--- config.mk ---
export PLATFORM = sky130hd
export DESIGN_NAME = irq_take_unit
export DESIGN_NICKNAME = d
export VERILOG_FILES = /design/src/rtl/irq_take_pkg.sv /design/src/rtl/irq_req_capture.sv /design/src/rtl/irq_eligibility.sv /design/src/rtl/irq_prio_pick.sv /design/src/rtl/irq_take_unit.sv
export SDC_FILE = /design/constraint.sdc
export NUM_CORES = 1
export LEC_CHECK = 0
export BUFFER_PORTS_ARGS = -buffer_cell sky130_fd_sc_hd__buf_2
export CELL_PAD_IN_SITES_DETAIL_PLACEMENT = 0
export CELL_PAD_IN_SITES_GLOBAL_PLACEMENT = 1
export CORE_MARGIN = 3
export CORE_UTILIZATION = 27
export CTS_BUF_LIST = sky130_fd_sc_hd__clkbuf_4 sky130_fd_sc_hd__clkbuf_8
export CTS_CLUSTER_DIAMETER = 60
export DETAILED_ROUTE_END_ITERATION = 6
export GPL_ROUTABILITY_DRIVEN = 0
export GPL_TIMING_DRIVEN = 0
export PLACE_DENSITY = 0.91
export SLEW_MARGIN = 5
export SYNTH_ARGS = -nofsm -noshare
export SYNTH_HDL_FRONTEND = slang
export SYNTH_SLANG_ARGS = --single-unit
--- constraint.sdc ---
create_clock -name clk -period 2.6 [get_ports clk]
set_input_delay 0 -clock clk [delete_from_list [all_inputs] [get_ports clk]]
set_output_delay 0 -clock clk [all_outputs]
set_load 0.02 [all_outputs]
--- src/rtl/irq_take_pkg.sv ---
package irq_take_pkg;

  localparam int NUM_SRC = 4;
  localparam int EL_W    = 2;
  localparam int CODE_W  = 4;
  localparam int VEC_W   = 12;

  typedef enum logic [1:0] {
    SRC_IRQ  = 2'd0,
    SRC_FIQ  = 2'd1,
    SRC_VIRQ = 2'd2,
    SRC_VFIQ = 2'd3
  } src_e;

  localparam logic [CODE_W-1:0] CODE_IRQ  = 4'd5;
  localparam logic [CODE_W-1:0] CODE_FIQ  = 4'd6;
  localparam logic [CODE_W-1:0] CODE_VIRQ = 4'd14;
  localparam logic [CODE_W-1:0] CODE_VFIQ = 4'd15;

  localparam logic [VEC_W-1:0] VEC_IRQ_CLASS = 12'h080;
  localparam logic [VEC_W-1:0] VEC_FIQ_CLASS = 12'h100;

  function automatic logic [CODE_W-1:0] src_code(input src_e s);
    case (s)
      SRC_IRQ:  return CODE_IRQ;
      SRC_FIQ:  return CODE_FIQ;
      SRC_VIRQ: return CODE_VIRQ;
      default:  return CODE_VFIQ;
    endcase
  endfunction

  function automatic logic [EL_W-1:0] src_target_el(input src_e s, input logic [EL_W-1:0] el);
    if (s == SRC_VIRQ || s == SRC_VFIQ) return 2'd1;
    return (el == 2'd0) ? 2'd1 : el;
  endfunction

  function automatic logic [VEC_W-1:0] src_vec(input src_e s);
    if (s == SRC_FIQ || s == SRC_VFIQ) return VEC_FIQ_CLASS;
    return VEC_IRQ_CLASS;
  endfunction

endpackage

--- src/rtl/irq_req_capture.sv ---
module irq_req_capture #(
  parameter int N = 4
) (
  input  logic         clk,
  input  logic         rst_n,
  input  logic [N-1:0] lines,
  output logic [N-1:0] pend
);
  for (genvar g = 0; g < N; g++) begin : g_line
    always_ff @(posedge clk or negedge rst_n) begin
      if (!rst_n) pend[g] <= 1'b0;
      else        pend[g] <= lines[g];
    end
  end
endmodule

--- src/rtl/irq_eligibility.sv ---
module irq_eligibility
  import irq_take_pkg::*;
#(
  parameter int              PC_W         = 32,
  parameter logic [PC_W-1:0] MCU_PC_LIMIT = 32'hFFFF_FFF0
) (
  input  logic [NUM_SRC-1:0] pend,
  input  logic               virt_en,
  input  logic [EL_W-1:0]    cur_el,
  input  logic               is_secure,
  input  logic               mask_i,
  input  logic               mask_f,
  input  logic               hyp_irq_route,
  input  logic               hyp_fiq_route,
  input  logic               mcu_profile,
  input  logic [PC_W-1:0]    pc,
  output logic [NUM_SRC-1:0] elig,
  output logic               irq_open
);
  function automatic logic irq_unmasked(input logic mi, input logic mcu, input logic [PC_W-1:0] p);
    return !mi && (!mcu || (p < MCU_PC_LIMIT));
  endfunction

  assign irq_open = irq_unmasked(mask_i, mcu_profile, pc);

  logic [NUM_SRC-1:0] gate_ok;
  logic [NUM_SRC-1:0] level_ok;

  for (genvar g = 0; g < NUM_SRC; g++) begin : g_src
    localparam src_e S = src_e'(g);
    always_comb begin
      case (S)
        SRC_IRQ:  gate_ok[g] = irq_open;
        SRC_FIQ:  gate_ok[g] = !mask_f;
        SRC_VIRQ: gate_ok[g] = virt_en && !is_secure && hyp_irq_route && irq_open;
        default:  gate_ok[g] = virt_en && !is_secure && hyp_fiq_route && !mask_f;
      endcase
    end
    assign level_ok[g] = (src_target_el(S, cur_el) >= cur_el);
    assign elig[g]     = pend[g] && gate_ok[g] && level_ok[g];
  end

  // virtual sources never eligible with support disabled
  a_r10_virt_gated: assert final (!((virt_en == 1'b0) && (elig[2] || elig[3])));
endmodule

--- src/rtl/irq_prio_pick.sv ---
module irq_prio_pick
  import irq_take_pkg::*;
(
  input  logic               clk,
  input  logic               rst_n,
  input  logic [NUM_SRC-1:0] elig,
  output logic [NUM_SRC-1:0] grant,
  output src_e               win,
  output logic               any
);
  localparam src_e ORDER [NUM_SRC] = '{SRC_FIQ, SRC_IRQ, SRC_VIRQ, SRC_VFIQ};

  always_comb begin
    win = SRC_IRQ;
    any = 1'b0;
    for (int k = NUM_SRC - 1; k >= 0; k--) begin
      if (elig[ORDER[k]]) begin
        win = ORDER[k];
        any = 1'b1;
      end
    end
    grant = '0;
    if (any) grant[win] = 1'b1;
  end

  // at most one winner, and only from the eligible set
  a_r8_onehot_grant: assert property (@(posedge clk) disable iff (!rst_n)
    $onehot0(grant) && ((grant & ~elig) == '0));
  // an eligible FIQ always wins
  a_r8_fiq_first: assert property (@(posedge clk) disable iff (!rst_n)
    elig[1] |-> grant[1]);
endmodule

--- src/rtl/irq_take_unit.sv ---
module irq_take_unit
  import irq_take_pkg::*;
#(
  parameter int              PC_W         = 32,
  parameter logic [PC_W-1:0] MCU_PC_LIMIT = 32'hFFFF_FFF0
) (
  input  logic              clk,
  input  logic              rst_n,
  input  logic [3:0]        req_lines,
  input  logic              virt_en,
  input  logic [1:0]        cur_el,
  input  logic              is_secure,
  input  logic              mask_i,
  input  logic              mask_f,
  input  logic              hyp_irq_route,
  input  logic              hyp_fiq_route,
  input  logic              mcu_profile,
  input  logic [PC_W-1:0]   pc,
  input  logic              take_ack,
  output logic              take_pulse,
  output logic [3:0]        take_code,
  output logic [1:0]        take_el,
  output logic [11:0]       take_vec,
  output logic              virt_err
);
  logic [NUM_SRC-1:0] pend;
  logic [NUM_SRC-1:0] elig;
  logic [NUM_SRC-1:0] grant;
  logic               irq_open;
  logic               any_elig;
  src_e               win;
  logic               busy_q;
  logic               take_fire;
  logic               virt_pending;

  irq_req_capture #(.N(NUM_SRC)) u_cap (
    .clk(clk), .rst_n(rst_n), .lines(req_lines), .pend(pend)
  );

  irq_eligibility #(.PC_W(PC_W), .MCU_PC_LIMIT(MCU_PC_LIMIT)) u_elig (
    .pend(pend), .virt_en(virt_en), .cur_el(cur_el), .is_secure(is_secure),
    .mask_i(mask_i), .mask_f(mask_f), .hyp_irq_route(hyp_irq_route),
    .hyp_fiq_route(hyp_fiq_route), .mcu_profile(mcu_profile), .pc(pc),
    .elig(elig), .irq_open(irq_open)
  );

  irq_prio_pick u_pick (
    .clk(clk), .rst_n(rst_n), .elig(elig), .grant(grant), .win(win), .any(any_elig)
  );

  assign take_fire    = any_elig && !busy_q;
  assign virt_pending = pend[SRC_VIRQ] || pend[SRC_VFIQ];

  always_ff @(posedge clk or negedge rst_n) begin
    if (!rst_n) begin
      take_pulse <= 1'b0;
      take_code  <= '0;
      take_el    <= '0;
      take_vec   <= '0;
      busy_q     <= 1'b0;
      virt_err   <= 1'b0;
    end else begin
      take_pulse <= take_fire;
      virt_err   <= !virt_en && virt_pending;
      if (take_fire) begin
        take_code <= src_code(win);
        take_el   <= src_target_el(win, cur_el);
        take_vec  <= src_vec(win);
        busy_q    <= 1'b1;
      end else if (take_ack) begin
        busy_q    <= 1'b0;
      end
    end
  end

  // strobe never lasts two cycles
  a_r9_single_pulse: assert property (@(posedge clk) disable iff (!rst_n)
    take_pulse |=> !take_pulse);
  // delivered level is never below the level at decision time
  a_r7_no_lower_el: assert property (@(posedge clk) disable iff (!rst_n)
    take_pulse |-> (take_el >= $past(cur_el)));
  // virtual IRQ goes to level 1, IRQ offset, only when non-secure and routed
  a_r5_virq_entry: assert property (@(posedge clk) disable iff (!rst_n)
    (take_pulse && take_code == CODE_VIRQ) |->
      (take_el == 2'd1 && take_vec == VEC_IRQ_CLASS && !$past(is_secure) && $past(hyp_irq_route)));
  // virtual FIQ goes to level 1, FIQ offset, only when non-secure and routed
  a_r6_vfiq_entry: assert property (@(posedge clk) disable iff (!rst_n)
    (take_pulse && take_code == CODE_VFIQ) |->
      (take_el == 2'd1 && take_vec == VEC_FIQ_CLASS && !$past(is_secure) && $past(hyp_fiq_route)));
  // nothing virtual is taken while support is off
  a_r10_no_virt_take: assert property (@(posedge clk) disable iff (!rst_n)
    (take_pulse && !$past(virt_en)) |-> (take_code != CODE_VIRQ && take_code != CODE_VFIQ));
  // IRQ-class takes require the unmask window at decision time
  a_r4_irq_window: assert property (@(posedge clk) disable iff (!rst_n)
    (take_pulse && take_vec == VEC_IRQ_CLASS) |-> $past(irq_open));
endmodule

==> flow_metrics.env, run 1 <==
export IMPL_pre_cts_ws_ns=0.205
export IMPL_grt_max_degree=16
export IMPL_finClkSkew_ns=0.00690
export IMPL_grt_pass1_wl_um=3070
export IMPL_crit_type="in2reg"
export IMPL_min_from="cur_el[0]"
export IMPL_status="finished clean"
export IMPL_hold_viol=0
export IMPL_die_width_um=61.0
export IMPL_fin_nets=200
export IMPL_worstHoldPathCells=3
export IMPL_end_kind="register"
export IMPL_fp_dieH_um=61.0
export IMPL_overflow=0
export IMPL_slew_viol_final=0
export IMPL_utilization=0.444
export IMPL_insertion_delay_ns=0.28
export IMPL_setup_ws_ns=0.441
export IMPL_coreArea_sq_mm=0.00283
export IMPL_cp_start_kind="input port"
export IMPL_drtAntennaViolNets=0
export IMPL_wire_per_inst_um=11.9
export IMPL_start_util=0.289
export IMPL_placed_cell_area_sq_mm=0.00115
export IMPL_synth_cell_types=29
export IMPL_worstHoldPathType="in2reg"
export IMPL_synth_seq_cells=15
export IMPL_period_needed_ns=2.16
export IMPL_swShare=0.330
export IMPL_synth_area_sq_um=817
export IMPL_p_leak_nw=0.650
export IMPL_clockBufferDepth=2
export IMPL_reg2reg_depth=7
export IMPL_final_cell_mix="53 x buf_2, 15 x dfrtp_1, 10 x buf_4, 10 x conb_1, 7 x dlygate4sd3_1"
export IMPL_layout_commonest_cell="buf_2"
export IMPL_ys_seq_area_frac=0.459
export IMPL_htreeDepth=1
export IMPL_port_buffers=53
export IMPL_vdd_drop_max_mv=0.328
export IMPL_relSlewSlack=0.572
export IMPL_syn_inst=75
export IMPL_place_inst=168
export IMPL_cts_buffers=3
export IMPL_antenna_cells=0
export IMPL_clkTransAtPathRegs_ns=0.09
export IMPL_sequentialPowerShare=0.446
export IMPL_synth_area_leader_cell="dfrtp_1"
export IMPL_postCtsSetupBuffers=0
export IMPL_reg2reg_to="take_el[0]"
export IMPL_tightest_slew_ns=0.636
export IMPL_rsz0062_at_grt="false"
export IMPL_wl_um=2120
export IMPL_cts_root_buf="clkbuf_4"
export IMPL_combPwrFrac=0.340
export IMPL_period_share=0.830
export IMPL_multiInputGateArea_sq_um=385
export IMPL_drt_pass1_iter_count=5
export IMPL_clock_sinks=15
export IMPL_viasPerCell=4.59
export IMPL_fillCellCount=262
export IMPL_seq_area_sq_um=375
export IMPL_yosys_warnings=0
export IMPL_netlist_top_cells_area="dfrtp_1 46%, buf_4 9.2%, ha_1 4.6%"
export IMPL_arrival_ns=2.33
export IMPL_fmax_mhz=463
export IMPL_clkPwrFrac=0.214
export IMPL_num_vias=822
export IMPL_io_pins=68
export IMPL_regToRegStartpoint="u_cap.pend[2]"
export IMPL_design_area_sq_mm=0.00125
export IMPL_dpl_hpwl_um=1740
export IMPL_first_global_vias=758
export IMPL_drc=0
export IMPL_ctsResizeCount=0
export IMPL_syn_avg_cell_area_sq_um=10.9
export IMPL_antenna_found_initial=0
export IMPL_finalSetupTns_ns=0
export IMPL_required_ns=2.78
export IMPL_layout_drive_gt1_share=0.486
export IMPL_area_growth_pct=53.6
export IMPL_cp_max_fo=3
export IMPL_powerDensity_mw_per_mm2=530
export IMPL_maxCapViolCount=0
export IMPL_dieArea_sq_mm=0.00372
export IMPL_hold_path_endpoint="take_el[0]"
export IMPL_drt_iter0_drc=7
export IMPL_tritoncts="built"
export IMPL_switchingPower_mw=0.219
export IMPL_rows=19
export IMPL_fin_cells=179
export IMPL_cell_internal_pwr_mw=0.446
export IMPL_grt_usage=0.111
export IMPL_setup_violations_final=0
export IMPL_reg2reg_setup_slack_ns=0.55
export IMPL_yosys_area_top_type_share=0.459
-- cell type report --
type	instances	area share
clock buffer	4	0.0239
multi-input combinational	55	0.307
timing repair buffer	60	0.267
sequential	15	0.299
tap	31	0.0309
inverter	4	0.0120
buffer	10	0.0598
-- what timing repair did --
action / CTS / global route
setup endpoints to repair: 0 / 0
endpoints found under the hold margin: 21 / 0
hold buffers: 7 / 0
-- cell families (layout without fill, tap and decap cells) --
| group | count (synthesis) | in the layout | synth area share |
|---|---|---|---|
| simple gates | 26 | 26 | 0.201 |
| buf+inv | 14 | 78 | 0.110 |
| other cells | 1 | 10 | 0.00459 |
| flops | 15 | 15 | 0.459 |
| mux | 2 | 2 | 0.0368 |
| compound gates | 14 | 14 | 0.142 |
| fa+ha+maj | 3 | 3 | 0.0459 |
-- layer usage --
layer,routed length [um],part of all wire,vias up,track usage
met5,0,0,-,0
met4,21,0.0099,0,0.0279
met3,269,0.13,3,0.0314
met2,1050,0.50,62,0.223
met1,780,0.37,356,0.112
li1,-,-,401,-
-- stage by stage --
stage	total power [mW]	hold WS (ns)
CTS	0.668	0.0661
floorplan	0.429	-0.296
global route	0.708	0.0485
detailed placement	0.521	-0.0816
global placement	0.512	-0.0944
finish	0.666	0.0583
-- registers in the layout, summed over array words and instances (netlist names) --
signal      count
busy_q          1
take_code       4
take_el         2
take_pulse      1
take_vec        2
u_cap.pend      4
virt_err        1
-- power groups by stage --
stage | registers, mW | clock network [mW] | logic [mW]
floorplan | 0.342 | 0 | 0.0875
detailed placement | 0.301 | 0 | 0.220
CTS | 0.297 | 0.142 | 0.229
global route | 0.303 | 0.158 | 0.247
finish | 0.297 | 0.142 | 0.226
global placement | 0.299 | 0 | 0.212
-- worst max path at each step --
stage | start | end | slack (ns) | cells past startpoint
after floorplan | mcu_profile | take_el[0] | 0.66 | 9
after detailed placement | pc[20] | take_el[0] | 0.21 | 10
after global routing | virt_en | take_el[0] | 0.32 | 10
final | virt_en | take_el[0] | 0.44 | 10
after global placement | pc[20] | take_el[0] | 0.28 | 10
after CTS | virt_en | take_el[0] | 0.42 | 10
-- cell usage after synthesis --
| library cell | count |
|---|---|
| nand2_1 | 2 |
| nor4_1 | 2 |
| conb_1 | 1 |
| o311ai_0 | 1 |
| nor3_1 | 1 |
| o21a_1 | 2 |
| o31a_1 | 1 |
| o22ai_1 | 2 |
| nand2b_1 | 4 |
| buf_4 | 10 |
| nand3_1 | 2 |
| or3_1 | 2 |
| nor2_4 | 1 |
| nand4_1 | 6 |
| a31oi_1 | 1 |
| mux2_4 | 2 |
| nand4b_1 | 1 |
| nor2_1 | 2 |
| o311a_1 | 1 |
| ha_1 | 3 |
| inv_1 | 4 |
| nor3b_1 | 1 |
| o31ai_1 | 1 |
| a2111oi_4 | 1 |
| o21ai_0 | 3 |
| and2_1 | 1 |
| dfrtp_1 | 15 |
| a21oi_1 | 1 |
| nor3b_2 | 1 |
-- critical path: stages --
cell           delay, ns
dlygate4sd3_1       0.53
buf_2               0.13
nor3b_2             0.16
a31oi_1             0.32
nor3_1              0.11
o21a_1              0.21
ha_1                0.22
nor3b_1             0.28
nand2b_1            0.11
mux2_4              0.28
Power figures use the tool's default switching activity.
==> inputs of run 2 (changes only) <==
Clock period 2.6 ns to 2.2 ns, I/O delays scaled along.
==> run 2 against run 1 <==
Via count decreased by 0.12%. Count of clock-buffer cells in the layout is the same. Critical path depth did not move. Final area rose by 0.90%. Largest power group unchanged. Highest routed layer unchanged.
==> flow_metrics.env, run 2 (same netlist as run 1, synthesis figures left out) <==
export IMPL_utilization=0.448
export IMPL_drt_pass1_iter_count=4
export IMPL_relSlewSlack=0.572
export IMPL_crit_path_start="virt_en"
export IMPL_period_needed_ns=2.01
export IMPL_vdd_drop_max_mv=0.386
export IMPL_setup_violations_final=0
export IMPL_arrival_ns=2.18
export IMPL_area_growth_pct=55.0
export IMPL_status="finished clean"
export IMPL_clock_sinks=15
export IMPL_crit_top_cell="nor3b_2"
export IMPL_maxCapViolCount=0
export IMPL_dieArea_sq_mm=0.00372
export IMPL_overflow=0
export IMPL_design_area_sq_mm=0.00127
export IMPL_hold_ws_ns=0.0591
export IMPL_placed_cell_area_sq_mm=0.00115
export IMPL_cp_max_fo=3
export IMPL_fillCellCount=265
export IMPL_antenna_found_initial=0
export IMPL_port_buffers=53
export IMPL_hold_viol=0
export IMPL_grt_usage=0.111
export IMPL_cts_buffers=3
export IMPL_wl_um=2090
export IMPL_slowest_delay_ns=0.52
export IMPL_power_mw=0.786
export IMPL_wire_per_inst_um=11.7
export IMPL_antenna_cells=0
export IMPL_fp_dieH_um=61.0
export IMPL_grt_max_degree=16
export IMPL_drt_iter0_drc=6
export IMPL_worst_path_buf_inv=2
export IMPL_clkTransAtPathRegs_ns=0.09
export IMPL_setup_ws_ns=0.192
export IMPL_tritoncts="built"
export IMPL_required_ns=2.37
export IMPL_regToRegStartpoint="u_cap.pend[2]"
export IMPL_cp_cell_sequence="dlygate4sd3_1, buf_2, nor3b_2, a31oi_2, nor3_1, o21ai_0, ha_1, nor3b_2, nand2b_1, mux2_4"
export IMPL_fmax_mhz=498
export IMPL_dpl_hpwl_um=1740
export IMPL_powerDensity_mw_per_mm2=621
export IMPL_pre_cts_ws_ns=-0.195
export IMPL_end_kind="register"
export IMPL_crit_type="in2reg"
export IMPL_cp_start_kind="input port"
export IMPL_first_global_vias=758
export IMPL_top_regs="take_code x4, u_cap.pend x4"
export IMPL_rsz0062_at_grt="false"
export IMPL_layout_drive_gt1_share=0.500
export IMPL_worstHoldPathType="in2reg"
export IMPL_io_pins=68
export IMPL_min_from="cur_el[0]"
export IMPL_clockBufferDepth=2
export IMPL_cts_root_buf="clkbuf_4"
export IMPL_drc=0
export IMPL_htreeDepth=1
export IMPL_insertion_delay_ns=0.28
export IMPL_layout_commonest_cell="buf_2"
export IMPL_p_leak_nw=0.654
export IMPL_worst_path_dominant_cell_family="simple AND/OR/NAND/NOR gates"
export IMPL_period_share=0.913
export IMPL_tightest_slew_ns=0.636
export IMPL_viasPerCell=4.59
export IMPL_slowest_stage="dlygate4sd3_1"
export IMPL_die_width_um=61.0
export IMPL_coreArea_sq_mm=0.00283
export IMPL_start_util=0.289
export IMPL_rows=19
export IMPL_slew_viol_final=0
export IMPL_grt_pass1_wl_um=3070
export IMPL_final_cell_mix="53 x buf_2, 15 x dfrtp_1, 10 x buf_4, 10 x conb_1, 7 x dlygate4sd3_1"
export IMPL_reg2reg_setup_slack_ns=0.33
export IMPL_fin_nets=200
export IMPL_finClkSkew_ns=0.00558
export IMPL_num_vias=821
export IMPL_drtAntennaViolNets=0
==> run 2: cell counts in the layout (fill, tap and decap cells not counted) <==
Identical to the previous run, type by type.
==> run 2: what timing repair did <==
item	in CTS	in global routing
hold endpoints to repair	21	0
buffers inserted	0	0
resized for setup	0	2
hold buffers	7	0
setup endpoints to repair	0	1
==> run 2: layer usage <==
| layer | vias up | part of all wire | GRT usage |
|---|---|---|---|
| met3 | 3 | 0.13 | 0.0314 |
| met1 | 359 | 0.38 | 0.112 |
| met4 | 0 | 0.010 | 0.0279 |
| met5 | - | 0 | 0 |
| met2 | 58 | 0.49 | 0.223 |
| li1 | 401 | - | - |
==> run 2: final timing paths <==
kind | end | cells after the start
setup reg to reg | take_el[0] | 7
setup / recovery | take_el[0] | 10
hold reg to reg | take_code[2] | 1
max in group asynchronous | take_code[0] | 2
min in group asynchronous | take_el[1] | 2
hold / removal | take_el[0] | 3
==> run 2: area by class of cell <==
| class | count | area [sq um] | area share |
|---|---|---|---|
| flip-flops and latches | 15 | 375 | 0.296 |
| inverters | 4 | 15.0 | 0.0119 |
| clock buffers | 4 | 30.0 | 0.0237 |
| multi-input cells | 55 | 397 | 0.313 |
| well taps | 31 | 38.8 | 0.0306 |
| plain buffers | 10 | 75.1 | 0.0593 |
| repair buffers | 60 | 335 | 0.265 |
==> run 2: per-stage QoR <==
step,TNS (ns),std cells
after floorplan,0,84
after global routing,0,179
after detailed placement,-0.195,168
final,0,179
after CTS,0,179
after global placement,-0.124,168
==> run 2: power breakdown <==
| group | total (mW) | internal, mW | switching, mW |
|---|---|---|---|
| clock network | 0.168 | 0.0827 | 0.0849 |
| registers | 0.351 | 0.323 | 0.0277 |
| logic | 0.268 | 0.122 | 0.145 |
==> run 2: tightest hold or removal path: cells and delay by family <==
kind                   cells  cell delay [ns]
buffers and inverters      1             0.07
muxes                      1             0.14
and+or+nand+nor            1             0.10
